`src/rtl/acc_i2c_pkg.sv`:
```
package acc_i2c_pkg;
    typedef enum logic [2:0] {
        BS_IDLE, BS_DEV, BS_REG, BS_WDAT, BS_ACK, BS_TX, BS_MACK, BS_IGNORE
    } bus_state_t;

    localparam logic [6:0] REG_ACC_BASE    = 7'h06;
    localparam logic [6:0] REG_SELFTEST    = 7'h0C;
    localparam logic [6:0] REG_ID          = 7'h0F;
    localparam logic [6:0] REG_CTRL_MAIN   = 7'h1B;
    localparam logic [6:0] REG_CTRL_ORIENT = 7'h1C;
    localparam logic [6:0] REG_CTRL_FEAT   = 7'h1D;

    localparam logic [7:0] ID_VALUE     = 8'h05;
    localparam logic [7:0] SELFTEST_OFF = 8'h55;
    localparam logic [7:0] SELFTEST_ON  = 8'hAA;
    localparam logic [7:0] RST_MAIN     = 8'h00;
    localparam logic [7:0] RST_ORIENT   = 8'h3F;
    localparam logic [7:0] RST_FEAT     = 8'h4D;
endpackage

```
`src/rtl/acc_line_sync.sv`:
```
module acc_line_sync #(
    parameter int STAGES = 2
) (
    input  logic clk,
    input  logic rst_n,
    input  logic scl_i,
    input  logic sda_i,
    output logic sda_s,
    output logic scl_rise,
    output logic scl_fall,
    output logic start_ev,
    output logic stop_ev
);
    logic [STAGES-1:0] scl_sr, sda_sr;
    logic [STAGES:0]   scl_chain, sda_chain;
    logic              scl_prev, sda_prev, scl_s;

    assign scl_chain = {scl_sr, scl_i};
    assign sda_chain = {sda_sr, sda_i};

    always_ff @(posedge clk or negedge rst_n) begin
        if (!rst_n) begin
            scl_sr   <= '1;
            sda_sr   <= '1;
            scl_prev <= 1'b1;
            sda_prev <= 1'b1;
        end else begin
            scl_sr   <= scl_chain[STAGES-1:0];
            sda_sr   <= sda_chain[STAGES-1:0];
            scl_prev <= scl_s;
            sda_prev <= sda_s;
        end
    end

    assign scl_s    = scl_sr[STAGES-1];
    assign sda_s    = sda_sr[STAGES-1];
    assign scl_rise = scl_s & ~scl_prev;
    assign scl_fall = ~scl_s & scl_prev;
    assign start_ev = scl_s & scl_prev & sda_prev & ~sda_s;
    assign stop_ev  = scl_s & scl_prev & ~sda_prev & sda_s;
endmodule

```
`src/rtl/acc_bus_fsm.sv`:
```
module acc_bus_fsm
    import acc_i2c_pkg::*;
#(
    parameter logic [6:0] DEV_ADDR = 7'h0F
) (
    input  logic       clk,
    input  logic       rst_n,
    input  logic       sda_s,
    input  logic       scl_rise,
    input  logic       scl_fall,
    input  logic       start_ev,
    input  logic       stop_ev,
    input  logic [7:0] rd_data,
    input  logic       wr_reject,
    output logic       sda_oe,
    output logic [6:0] ptr,
    output logic       wr_en,
    output logic [7:0] wr_data,
    output logic       rd_en,
    output logic       freeze
);
    typedef struct packed {
        bus_state_t state;
        bus_state_t after;
        logic [3:0] cnt;
        logic [7:0] shreg;
        logic [6:0] ptr;
        logic       oe;
        logic       mack;
        logic       freeze;
    } fsm_t;

    fsm_t q, d;
    logic load;

    always_comb begin
        d     = q;
        wr_en = 1'b0;
        rd_en = 1'b0;
        load  = 1'b0;
        if (start_ev) begin
            d.state  = BS_DEV;
            d.cnt    = 4'd0;
            d.oe     = 1'b0;
            d.freeze = 1'b0;
        end else if (stop_ev) begin
            d.state  = BS_IDLE;
            d.oe     = 1'b0;
            d.freeze = 1'b0;
        end else begin
            case (q.state)
                BS_DEV, BS_REG, BS_WDAT: begin
                    if (scl_rise && q.cnt != 4'd8) begin
                        d.shreg = {q.shreg[6:0], sda_s};
                        d.cnt   = q.cnt + 4'd1;
                    end else if (scl_fall && q.cnt == 4'd8) begin
                        d.cnt = 4'd0;
                        if (q.state == BS_DEV) begin
                            if (q.shreg[7:1] == DEV_ADDR) begin
                                d.state  = BS_ACK;
                                d.oe     = 1'b1;
                                d.after  = q.shreg[0] ? BS_TX : BS_REG;
                                d.freeze = q.shreg[0];
                            end else begin
                                d.state = BS_IGNORE;
                            end
                        end else if (q.state == BS_REG) begin
                            d.ptr   = q.shreg[6:0];
                            d.state = BS_ACK;
                            d.oe    = 1'b1;
                            d.after = BS_WDAT;
                        end else begin
                            wr_en = 1'b1;
                            if (wr_reject) begin
                                d.state = BS_IGNORE;
                            end else begin
                                d.ptr   = q.ptr + 7'd1;
                                d.state = BS_ACK;
                                d.oe    = 1'b1;
                                d.after = BS_WDAT;
                            end
                        end
                    end
                end
                BS_ACK: begin
                    if (scl_fall) begin
                        d.oe    = 1'b0;
                        d.state = q.after;
                        d.cnt   = 4'd0;
                        load    = (q.after == BS_TX);
                    end
                end
                BS_TX: begin
                    if (scl_fall) begin
                        if (q.cnt == 4'd8) begin
                            d.oe    = 1'b0;
                            d.state = BS_MACK;
                        end else begin
                            d.oe    = ~q.shreg[7];
                            d.shreg = {q.shreg[6:0], 1'b0};
                            d.cnt   = q.cnt + 4'd1;
                        end
                    end
                end
                BS_MACK: begin
                    if (scl_rise) begin
                        d.mack = ~sda_s;
                    end else if (scl_fall) begin
                        if (q.mack) load = 1'b1;
                        else        d.state = BS_IGNORE;
                    end
                end
                default: ;
            endcase
        end
        if (load) begin
            rd_en   = 1'b1;
            d.shreg = {rd_data[6:0], 1'b0};
            d.oe    = ~rd_data[7];
            d.cnt   = 4'd1;
            d.ptr   = q.ptr + 7'd1;
            d.state = BS_TX;
        end
    end

    always_ff @(posedge clk or negedge rst_n) begin
        if (!rst_n) begin
            q <= '{state: BS_IDLE, after: BS_IDLE, cnt: 4'd0, shreg: 8'd0,
                   ptr: 7'd0, oe: 1'b0, mack: 1'b0, freeze: 1'b0};
        end else begin
            q <= d;
        end
    end

    assign sda_oe  = q.oe;
    assign ptr     = q.ptr;
    assign wr_data = q.shreg;
    assign freeze  = q.freeze;
endmodule

```
`src/rtl/acc_reg_bank.sv`:
```
module acc_reg_bank
    import acc_i2c_pkg::*;
#(
    parameter int ACC_BITS = 12
) (
    input  logic                clk,
    input  logic                rst_n,
    input  logic [6:0]          addr,
    input  logic                wr_en,
    input  logic [7:0]          wr_data,
    input  logic                rd_en,
    input  logic                freeze,
    input  logic [ACC_BITS-1:0] accel_x,
    input  logic [ACC_BITS-1:0] accel_y,
    input  logic [ACC_BITS-1:0] accel_z,
    output logic [7:0]          rd_data,
    output logic                wr_reject,
    output logic [7:0]          ctrl_main,
    output logic [7:0]          ctrl_orient,
    output logic [7:0]          ctrl_feat,
    output logic                soft_reset,
    output logic                rd_strobe,
    output logic [6:0]          rd_addr
);
    localparam int NUM_AXES = 3;
    localparam int PAD      = 16 - ACC_BITS;
    localparam logic [6:0] ACC_LAST = REG_ACC_BASE + 7'(2 * NUM_AXES - 1);

    typedef struct packed {
        logic [7:0]                         main;
        logic [7:0]                         orient;
        logic [7:0]                         feat;
        logic [NUM_AXES-1:0][ACC_BITS-1:0]  snap;
        logic                               srst;
        logic                               rstrobe;
        logic [6:0]                         raddr;
    } bank_t;

    bank_t q, d;
    logic [NUM_AXES-1:0][ACC_BITS-1:0] live;
    logic [2:0]  acc_off;
    logic [15:0] acc_word;

    assign live      = {accel_z, accel_y, accel_x};
    assign wr_reject = (addr == REG_CTRL_FEAT) && wr_data[7];
    assign acc_off   = 3'(addr - REG_ACC_BASE);
    assign acc_word  = {q.snap[acc_off[2:1]], {PAD{1'b0}}};

    always_comb begin
        rd_data = 8'h00;
        if (addr >= REG_ACC_BASE && addr <= ACC_LAST) begin
            rd_data = acc_off[0] ? acc_word[15:8] : acc_word[7:0];
        end else begin
            case (addr)
                REG_SELFTEST:    rd_data = q.feat[4] ? SELFTEST_ON : SELFTEST_OFF;
                REG_ID:          rd_data = ID_VALUE;
                REG_CTRL_MAIN:   rd_data = q.main;
                REG_CTRL_ORIENT: rd_data = q.orient;
                REG_CTRL_FEAT:   rd_data = q.feat;
                default:         rd_data = 8'h00;
            endcase
        end
    end

    always_comb begin
        d         = q;
        d.srst    = 1'b0;
        d.rstrobe = 1'b0;
        if (!freeze) d.snap = live;
        if (rd_en) begin
            d.rstrobe = 1'b1;
            d.raddr   = addr;
            if (addr == REG_SELFTEST) d.feat[4] = 1'b0;
        end
        if (wr_en) begin
            if (wr_reject) begin
                d.main   = RST_MAIN;
                d.orient = RST_ORIENT;
                d.feat   = RST_FEAT;
                d.srst   = 1'b1;
            end else if (!q.main[7]) begin
                case (addr)
                    REG_CTRL_MAIN:   d.main   = wr_data;
                    REG_CTRL_ORIENT: d.orient = wr_data;
                    REG_CTRL_FEAT:   d.feat   = wr_data;
                    default: ;
                endcase
            end else if (addr == REG_CTRL_MAIN) begin
                d.main[7] = wr_data[7];
            end
        end
    end

    always_ff @(posedge clk or negedge rst_n) begin
        if (!rst_n) begin
            q <= '{main: RST_MAIN, orient: RST_ORIENT, feat: RST_FEAT,
                   snap: '0, srst: 1'b0, rstrobe: 1'b0, raddr: 7'd0};
        end else begin
            q <= d;
        end
    end

    assign ctrl_main   = q.main;
    assign ctrl_orient = q.orient;
    assign ctrl_feat   = q.feat;
    assign soft_reset  = q.srst;
    assign rd_strobe   = q.rstrobe;
    assign rd_addr     = q.raddr;
endmodule

```
`src/rtl/acc_i2c_target.sv`:
```
module acc_i2c_target #(
    parameter logic [6:0] DEV_ADDR    = 7'h0F,
    parameter int         SYNC_STAGES = 2,
    parameter int         ACC_BITS    = 12
) (
    input  logic                clk,
    input  logic                rst_n,
    input  logic                scl_i,
    input  logic                sda_i,
    output logic                sda_oe_o,
    input  logic [ACC_BITS-1:0] accel_x_i,
    input  logic [ACC_BITS-1:0] accel_y_i,
    input  logic [ACC_BITS-1:0] accel_z_i,
    output logic [7:0]          ctrl_main_o,
    output logic [7:0]          ctrl_orient_o,
    output logic [7:0]          ctrl_feat_o,
    output logic                soft_reset_o,
    output logic                rd_strobe_o,
    output logic [6:0]          rd_addr_o
);
    logic       sda_s, scl_rise, scl_fall, start_ev, stop_ev;
    logic [7:0] rd_data, wr_data;
    logic [6:0] ptr;
    logic       wr_reject, wr_en, rd_en, freeze;

    acc_line_sync #(.STAGES(SYNC_STAGES)) u_sync (
        .clk(clk), .rst_n(rst_n), .scl_i(scl_i), .sda_i(sda_i),
        .sda_s(sda_s), .scl_rise(scl_rise), .scl_fall(scl_fall),
        .start_ev(start_ev), .stop_ev(stop_ev)
    );

    acc_bus_fsm #(.DEV_ADDR(DEV_ADDR)) u_fsm (
        .clk(clk), .rst_n(rst_n), .sda_s(sda_s), .scl_rise(scl_rise),
        .scl_fall(scl_fall), .start_ev(start_ev), .stop_ev(stop_ev),
        .rd_data(rd_data), .wr_reject(wr_reject), .sda_oe(sda_oe_o),
        .ptr(ptr), .wr_en(wr_en), .wr_data(wr_data), .rd_en(rd_en),
        .freeze(freeze)
    );

    acc_reg_bank #(.ACC_BITS(ACC_BITS)) u_bank (
        .clk(clk), .rst_n(rst_n), .addr(ptr), .wr_en(wr_en),
        .wr_data(wr_data), .rd_en(rd_en), .freeze(freeze),
        .accel_x(accel_x_i), .accel_y(accel_y_i), .accel_z(accel_z_i),
        .rd_data(rd_data), .wr_reject(wr_reject), .ctrl_main(ctrl_main_o),
        .ctrl_orient(ctrl_orient_o), .ctrl_feat(ctrl_feat_o),
        .soft_reset(soft_reset_o), .rd_strobe(rd_strobe_o),
        .rd_addr(rd_addr_o)
    );
endmodule

```
`config.mk`:
```
export PLATFORM = sky130hd
export DESIGN_NAME = acc_i2c_target
export DESIGN_NICKNAME = d
export VERILOG_FILES = /design/src/rtl/acc_i2c_pkg.sv /design/src/rtl/acc_line_sync.sv /design/src/rtl/acc_bus_fsm.sv /design/src/rtl/acc_reg_bank.sv /design/src/rtl/acc_i2c_target.sv
export SDC_FILE = /design/constraint.sdc
export NUM_CORES = 1
export LEC_CHECK = 0
export ABC_AREA = 1
export BUFFER_PORTS_ARGS = -buffer_cell sky130_fd_sc_hd__buf_4
export CAP_MARGIN = 20
export CORE_MARGIN = 1.5
export CORE_UTILIZATION = 63
export CTS_CLUSTER_DIAMETER = 40
export DETAILED_ROUTE_END_ITERATION = 10
export PLACE_DENSITY = 0.86
export SYNTH_ARGS = -nofsm -noshare
export SYNTH_HDL_FRONTEND = slang
export SYNTH_SLANG_ARGS = --single-unit
export TNS_END_PERCENT = 1
```
`constraint.sdc`:
```
create_clock -name clk -period 3.2 [get_ports clk]
set_input_delay 0.16 -clock clk [delete_from_list [all_inputs] [get_ports clk]]
set_output_delay 0.16 -clock clk [all_outputs]
set_load 0.005 [all_outputs]
```
# Word-level counts from Yosys, hierarchy flattened
# Cells that the tools add are included.
[word_totals]
reg_bits = 103
[classes]
n_addsub = 3
order_cmp = 3
eq_ne = 42
n_mux = 85
bitwise = 16
n_reduce_logical = 29
[ops]
columns = ["cell", "n"]
rows = [
  ["$mux W8", 12],
  ["$pmux W8 S5", 1],
  ["$mux W12", 3],
  ["$mux W3", 12],
  ["$mux W1", 34],
  ["$ne A5 B3 Y1 const B", 5],
  ["$bmux W12 S2", 1],
  ["$mux W24", 1],
  ["$mux W23", 1],
  ["$eq A7 B4 Y1 const B", 3],
  ["$eq A7 B5 Y1 const B", 3],
  ["$reduce_and A7 Y1", 3],
  ["$mux W20", 1],
  ["$mux W19", 1],
  ["$pmux W8 S2", 1],
  ["$mux W15", 1],
  ["$reduce_bool A3 Y1", 5],
  ["$mux W7", 2],
  ["$eq A3 B3 Y1 const B", 4],
  ["$mux W4", 3],
  ["$mux W6", 2],
  ["$pmux W3 S4", 1],
  ["$pmux W4 S3", 1],
  ["$reduce_and A6 Y1", 2],
  ["39 further kinds", 75],
]

# Longest topological paths before layout
[logic_depth]
ltp_word = 13
depth_mapped = 16
ltp_nobuf = 13

# By module
# From an unflattened synthesis, not the netlist that was laid out.
[hier_totals]
hier_cells = 782
hier_area_um2 = 6198.4
[by_module_without_submodules]
columns = ["module", "n_inst", "cells_each", "area_per_inst_um2"]
rows = [
  ["acc_reg_bank", 1, 467, 3941.3],
  ["acc_bus_fsm", 1, 298, 2058.2],
  ["acc_line_sync", 1, 17, 198.9],
]

# Worst setup path after synthesis
# No wires, ideal clock.
[synth_timing]
kind = "flip-flop to flip-flop"
start = "register u_fsm.q (netlist bit u_fsm.ptr[1])"
end = "register u_fsm.q (netlist bit u_fsm.ptr[4])"
setup_time_ps = 122
arrival_ps = 1983
t_required_ps = 3078
slack_ps = 1094
stages_incl_launch_ff = 16
n_path_buf = 4
synth_period_minus_slack_ps = 2106
cell_sequence = "dfrtp_1 > buf_2 > inv_2 > buf_2 > ha_1 > inv_1 > nor2_4 > nand2_4 > nor2_8 > buf_8 > nand2_2 > nand3_2 > nand2_4 > buf_6 > o211ai_2 > o21ai_2"
[synth_via]
elab_chain_cells = 10
[synth_rtl]
columns = ["element", "line_no", "rtl"]
rows = [
  ["start: declaration", "acc_bus_fsm.sv:33", "fsm_t q, d;"],
  ["start signal: assignment", "acc_bus_fsm.sv:128", "q <= '{state: BS_IDLE, after: BS_IDLE, cnt: 4'd0, shreg: 8'd0,"],
  ["$add A7 B1 Y7", "acc_bus_fsm.sv:77, acc_bus_fsm.sv:121", ""],
  ["$mux W8", "acc_bus_fsm.sv:74", "if (wr_reject) begin"],
  ["$mux W8", "acc_bus_fsm.sv:67", "end else if (q.state == BS_REG) begin"],
  ["$mux W7", "acc_bus_fsm.sv:58", "if (q.state == BS_DEV) begin"],
  ["$mux W8", "acc_bus_fsm.sv:56", "end else if (scl_fall && q.cnt == 4'd8) begin"],
  ["$mux W8", "acc_bus_fsm.sv:53", "if (scl_rise && q.cnt != 4'd8) begin"],
  ["$mux W7", "acc_bus_fsm.sv:51", "case (q.state)"],
  ["$mux W19", "acc_bus_fsm.sv:46", "end else if (stop_ev) begin"],
  ["$mux W15", "acc_bus_fsm.sv:41", "if (start_ev) begin"],
  ["$mux W20", "acc_bus_fsm.sv:116", "if (load) begin"],
]
# Parallel ways exist; a longest one is shown, timed or not. The select of a mux whose other input is x is not followed.
# A chain may end at the register's enable or synchronous reset.

# Worst setup path after layout
[layout_timing]
start = "register u_fsm.q (netlist bit u_fsm.ptr[1])"
end = "register u_bank.q (netlist bit u_bank.ctrl_feat[5])"
[layout_via]
elab_chain_cells = 4
[layout_rtl]
columns = ["element", "line_no", "rtl"]
rows = [
  ["$eq A7 B5 Y1 *", "acc_reg_bank.sv:45, acc_reg_bank.sv:82", ""],
  ["$logic_and A1 B1 Y1", "acc_reg_bank.sv:45", "assign wr_reject = (addr == REG_CTRL_FEAT) && wr_data[7];"],
  ["$ne A2 B1 Y1 (no line) / $reduce_bool A2 Y1 (equally long branches)", "n/a", ""],
  ["$reduce_and A3 Y1 (no line)", "n/a", ""],
  ["end signal: assignment", "acc_reg_bank.sv:96", "q <= '{main: RST_MAIN, orient: RST_ORIENT, feat: RST_FEAT,"],
  ["end: declaration", "acc_reg_bank.sv:39", "bank_t q, d;"],
]
# Every way passes the cells marked *; elsewhere a longest branch is shown, timed or not.

==> impl_metrics.yaml <==
cts:
  cts.path.max_buffers: 2
  cts_max_level: 3
  postCtsSetupRepairBufs: 0
  path_clk_slew_ps: 110
  cts_tree: "built"
  clock-root-buffer: "clkbuf_8"
  cts_sinks: 103
  hold_buffers: 3
  cts_resized: 0
  cts_buffers: 9
  clk_latency_ps: 380
detailed_routing:
  wl_per_cell_um: 16.2
  wl_um: 14200
  drtIter0Drc: 338
  via_count: 4928
  drc: 0
  ant_nets: 0
  dr.pass1.iters: 5
  via_per_inst: 5.62
die:
  dieWidth_um: 100
  initial_utilization_pct: 64.7
  ios: 74
  rows: 35
  design.die.area_mm2: 0.0100
  die_h_um: 100
  core_mm2: 0.00920
final_layout:
  layoutNonFillerInstCount: 877
  area_growth_pct: 10.1
  regArea_mm2: 0.00260
  diodes: 0
  fillerInstances: 746
  multiInputGateArea_mm2: 0.00271
  drive_gt1_share_pct: 26.1
  layout.nets: 809
sta:
  hold_viol_final: 0
  fmax_ghz: 0.389
  finalSetupViolCount: 0
  fin_crit_ps: 2570
  slew_headroom_pct: 56.6
  skew_ps: 15.8
  worstMarginPinSlew_ps: 651
  slew_viol_final: 0
  rsz0062_at_grt: "false"
  tns_ps: 0
  post-route-period-util_pct: 80.3
logic_synthesis:
  syn_nets: 772
  yosys-top-cells-area: "dfrtp_1, nand2_1, dfstp_2"
  synth-seq-cells: 103
  synthCells: 724
  synth_area_per_cell_um2: 8.22
  ys_seq_area_share_pct: 43.7
  synth_warnings: 0
  synth_top_area_share_pct: 36.6
  syn_area_mm2: 0.00595
  yosysUniqueCellTypes: 41
  synth_top_area_cell: "dfrtp_1"
flow_run:
  maxCapViolCount: 0
setup_path:
  start_kind: "flip-flop"
  end_kind: "flip-flop"
  critPathMaxFanout: 21
  reg2reg_slack_ps: 630
  critPathKind: "reg -> reg"
  cp.arrival_ps: 2840
  critical_path_required_ps: 3470
  rr_endpoint: "u_bank.ctrl_feat[5]"
  rr_worst_depth: 11
  startpoint: "u_fsm.ptr[1]"
  rr_startpoint: "u_fsm.ptr[1]"
worst_hold_path:
  hold_start: "accel_y_i[6]"
  min_to: "u_bank.q[27]"
  hp-class: "in -> reg"
  min_delay_path_depth: 2
grt:
  antenna_found_initial: 0
  grt-ovfl-total: 0
  grt_usage_pct: 28.8
  grt_max_degree: 81
  grt_first_pass_wirelength_um: 22600
  grt_pass1_vias: 4658
power:
  p_leak_uw: 0.00321
  p_per_area_mw_per_mm2: 408
  p_total_uw: 2670
  ir_drop_mv: 0.307
placed_design:
  dp.cells: 857
  gp_congestion: 0.925
  hpwl_um: 10300
  io_buffers: 73
outcome:
  status: "complete, no violations"
[cell type report]
cell class | instances | share of cell area, %
Clock buffer | 9 | 1.89
Clock inverter | 7 | 1.30
Inverter | 73 | 4.18
Multi-Input combinational cell | 494 | 41.4
Sequential cell | 103 | 39.7
Tap cell | 111 | 2.12
Timing Repair Buffer | 80 | 9.47
[cell families (layout without fill, tap and decap cells)]
family	after synthesis	count (layout)	synth area share, %
compound gates	110	110	11.3
fa+ha+maj	8	8	1.68
xor+xnor	6	6	0.883
simple gates	342	342	26.4
buf+inv	127	169	10.8
flops	103	103	43.7
mux	28	28	5.30
[placed cells by master, fill, tap and decap left out, drive strengths merged, types with 5 or more instances in the layout]
cell,count
ha,8
mux2,28
o21ai,80
nand2,195
nor2,76
clkbuf,9
xor2,5
inv,75
nand4,6
o211ai,6
a21oi,18
nor3,10
buf,77
dfrtp,87
dfstp,16
nand3,53
[power breakdown]
part           internal [uW]  switching (uW)  total [uW]
registers               1370            59.7        1430
clock network            380             500         880
logic                    128             230         357
[registers in the layout (all words and copies together) (netlist names), 2 cells and up]
name                flops
u_bank.ctrl_feat        8
u_bank.ctrl_orient      8
u_sync.sda_sr           2
u_fsm.wr_data           8
u_bank.rd_addr          7
u_bank.ctrl_main        8
u_bank.q               36
u_fsm.ptr               7
u_fsm.q                11
u_sync.scl_sr           2
[metal layers]
metal / vias to the layer above / share of wire, % / track usage (%)
met5: - / 0 / 0
met3: 28 / 5.4 / 3.41
met2: 173 / 50 / 50.3
li1: 2376 / - / -
met1: 2351 / 42 / 36.7
met4: 0 / 2.2 / 11.2
[worst max-delay path by stage]
| stage | end | slack (ps) |
|---|---|---|
| floorplan | u_fsm.ptr[4] | 1090 |
| global placement | u_bank.ctrl_feat[7] | 810 |
| detailed placement | u_bank.ctrl_feat[7] | 680 |
| CTS | u_bank.ctrl_feat[7] | 660 |
| global route | u_bank.ctrl_feat[5] | 410 |
| finish | u_bank.ctrl_feat[5] | 630 |
[cell usage after synthesis, drive strengths merged]
cell	n
a211oi	1
a21oi	18
a31oi	2
and2	1
buf	47
clkbuf	7
clkinv	2
dfrtp	87
dfstp	16
ha	8
inv	71
mux2	28
nand2	195
nand3	53
nand3b	1
nand4	6
nor2	76
nor3	10
o211ai	6
o21a	3
o21ai	80
xnor2	1
xor2	5
[per-stage QoR]
stage               util (%)  setup WS (ps)  hold WS (ps)  area [um^2]
finish                  71.2            632          3.36         6550
global route            71.2            410          1.53         6550
CTS                     71.0            664          2.51         6530
detailed placement      68.4            675           270         6290
global placement        68.4            807           270         6290
floorplan                  -           1090          -136         5950
[critical path: stages, from the launching register on]
cell	delay [ps]
dfrtp_1	640
inv_2	390
ha_1	210
inv_1	60
nor2_4	140
nand2_4	90
nor2_8	200
inv_2	90
nand2_2	100
nand3_2	280
nand2_1	180
o21ai_2	70
Note: power is estimated with default switching activity, not from simulation.
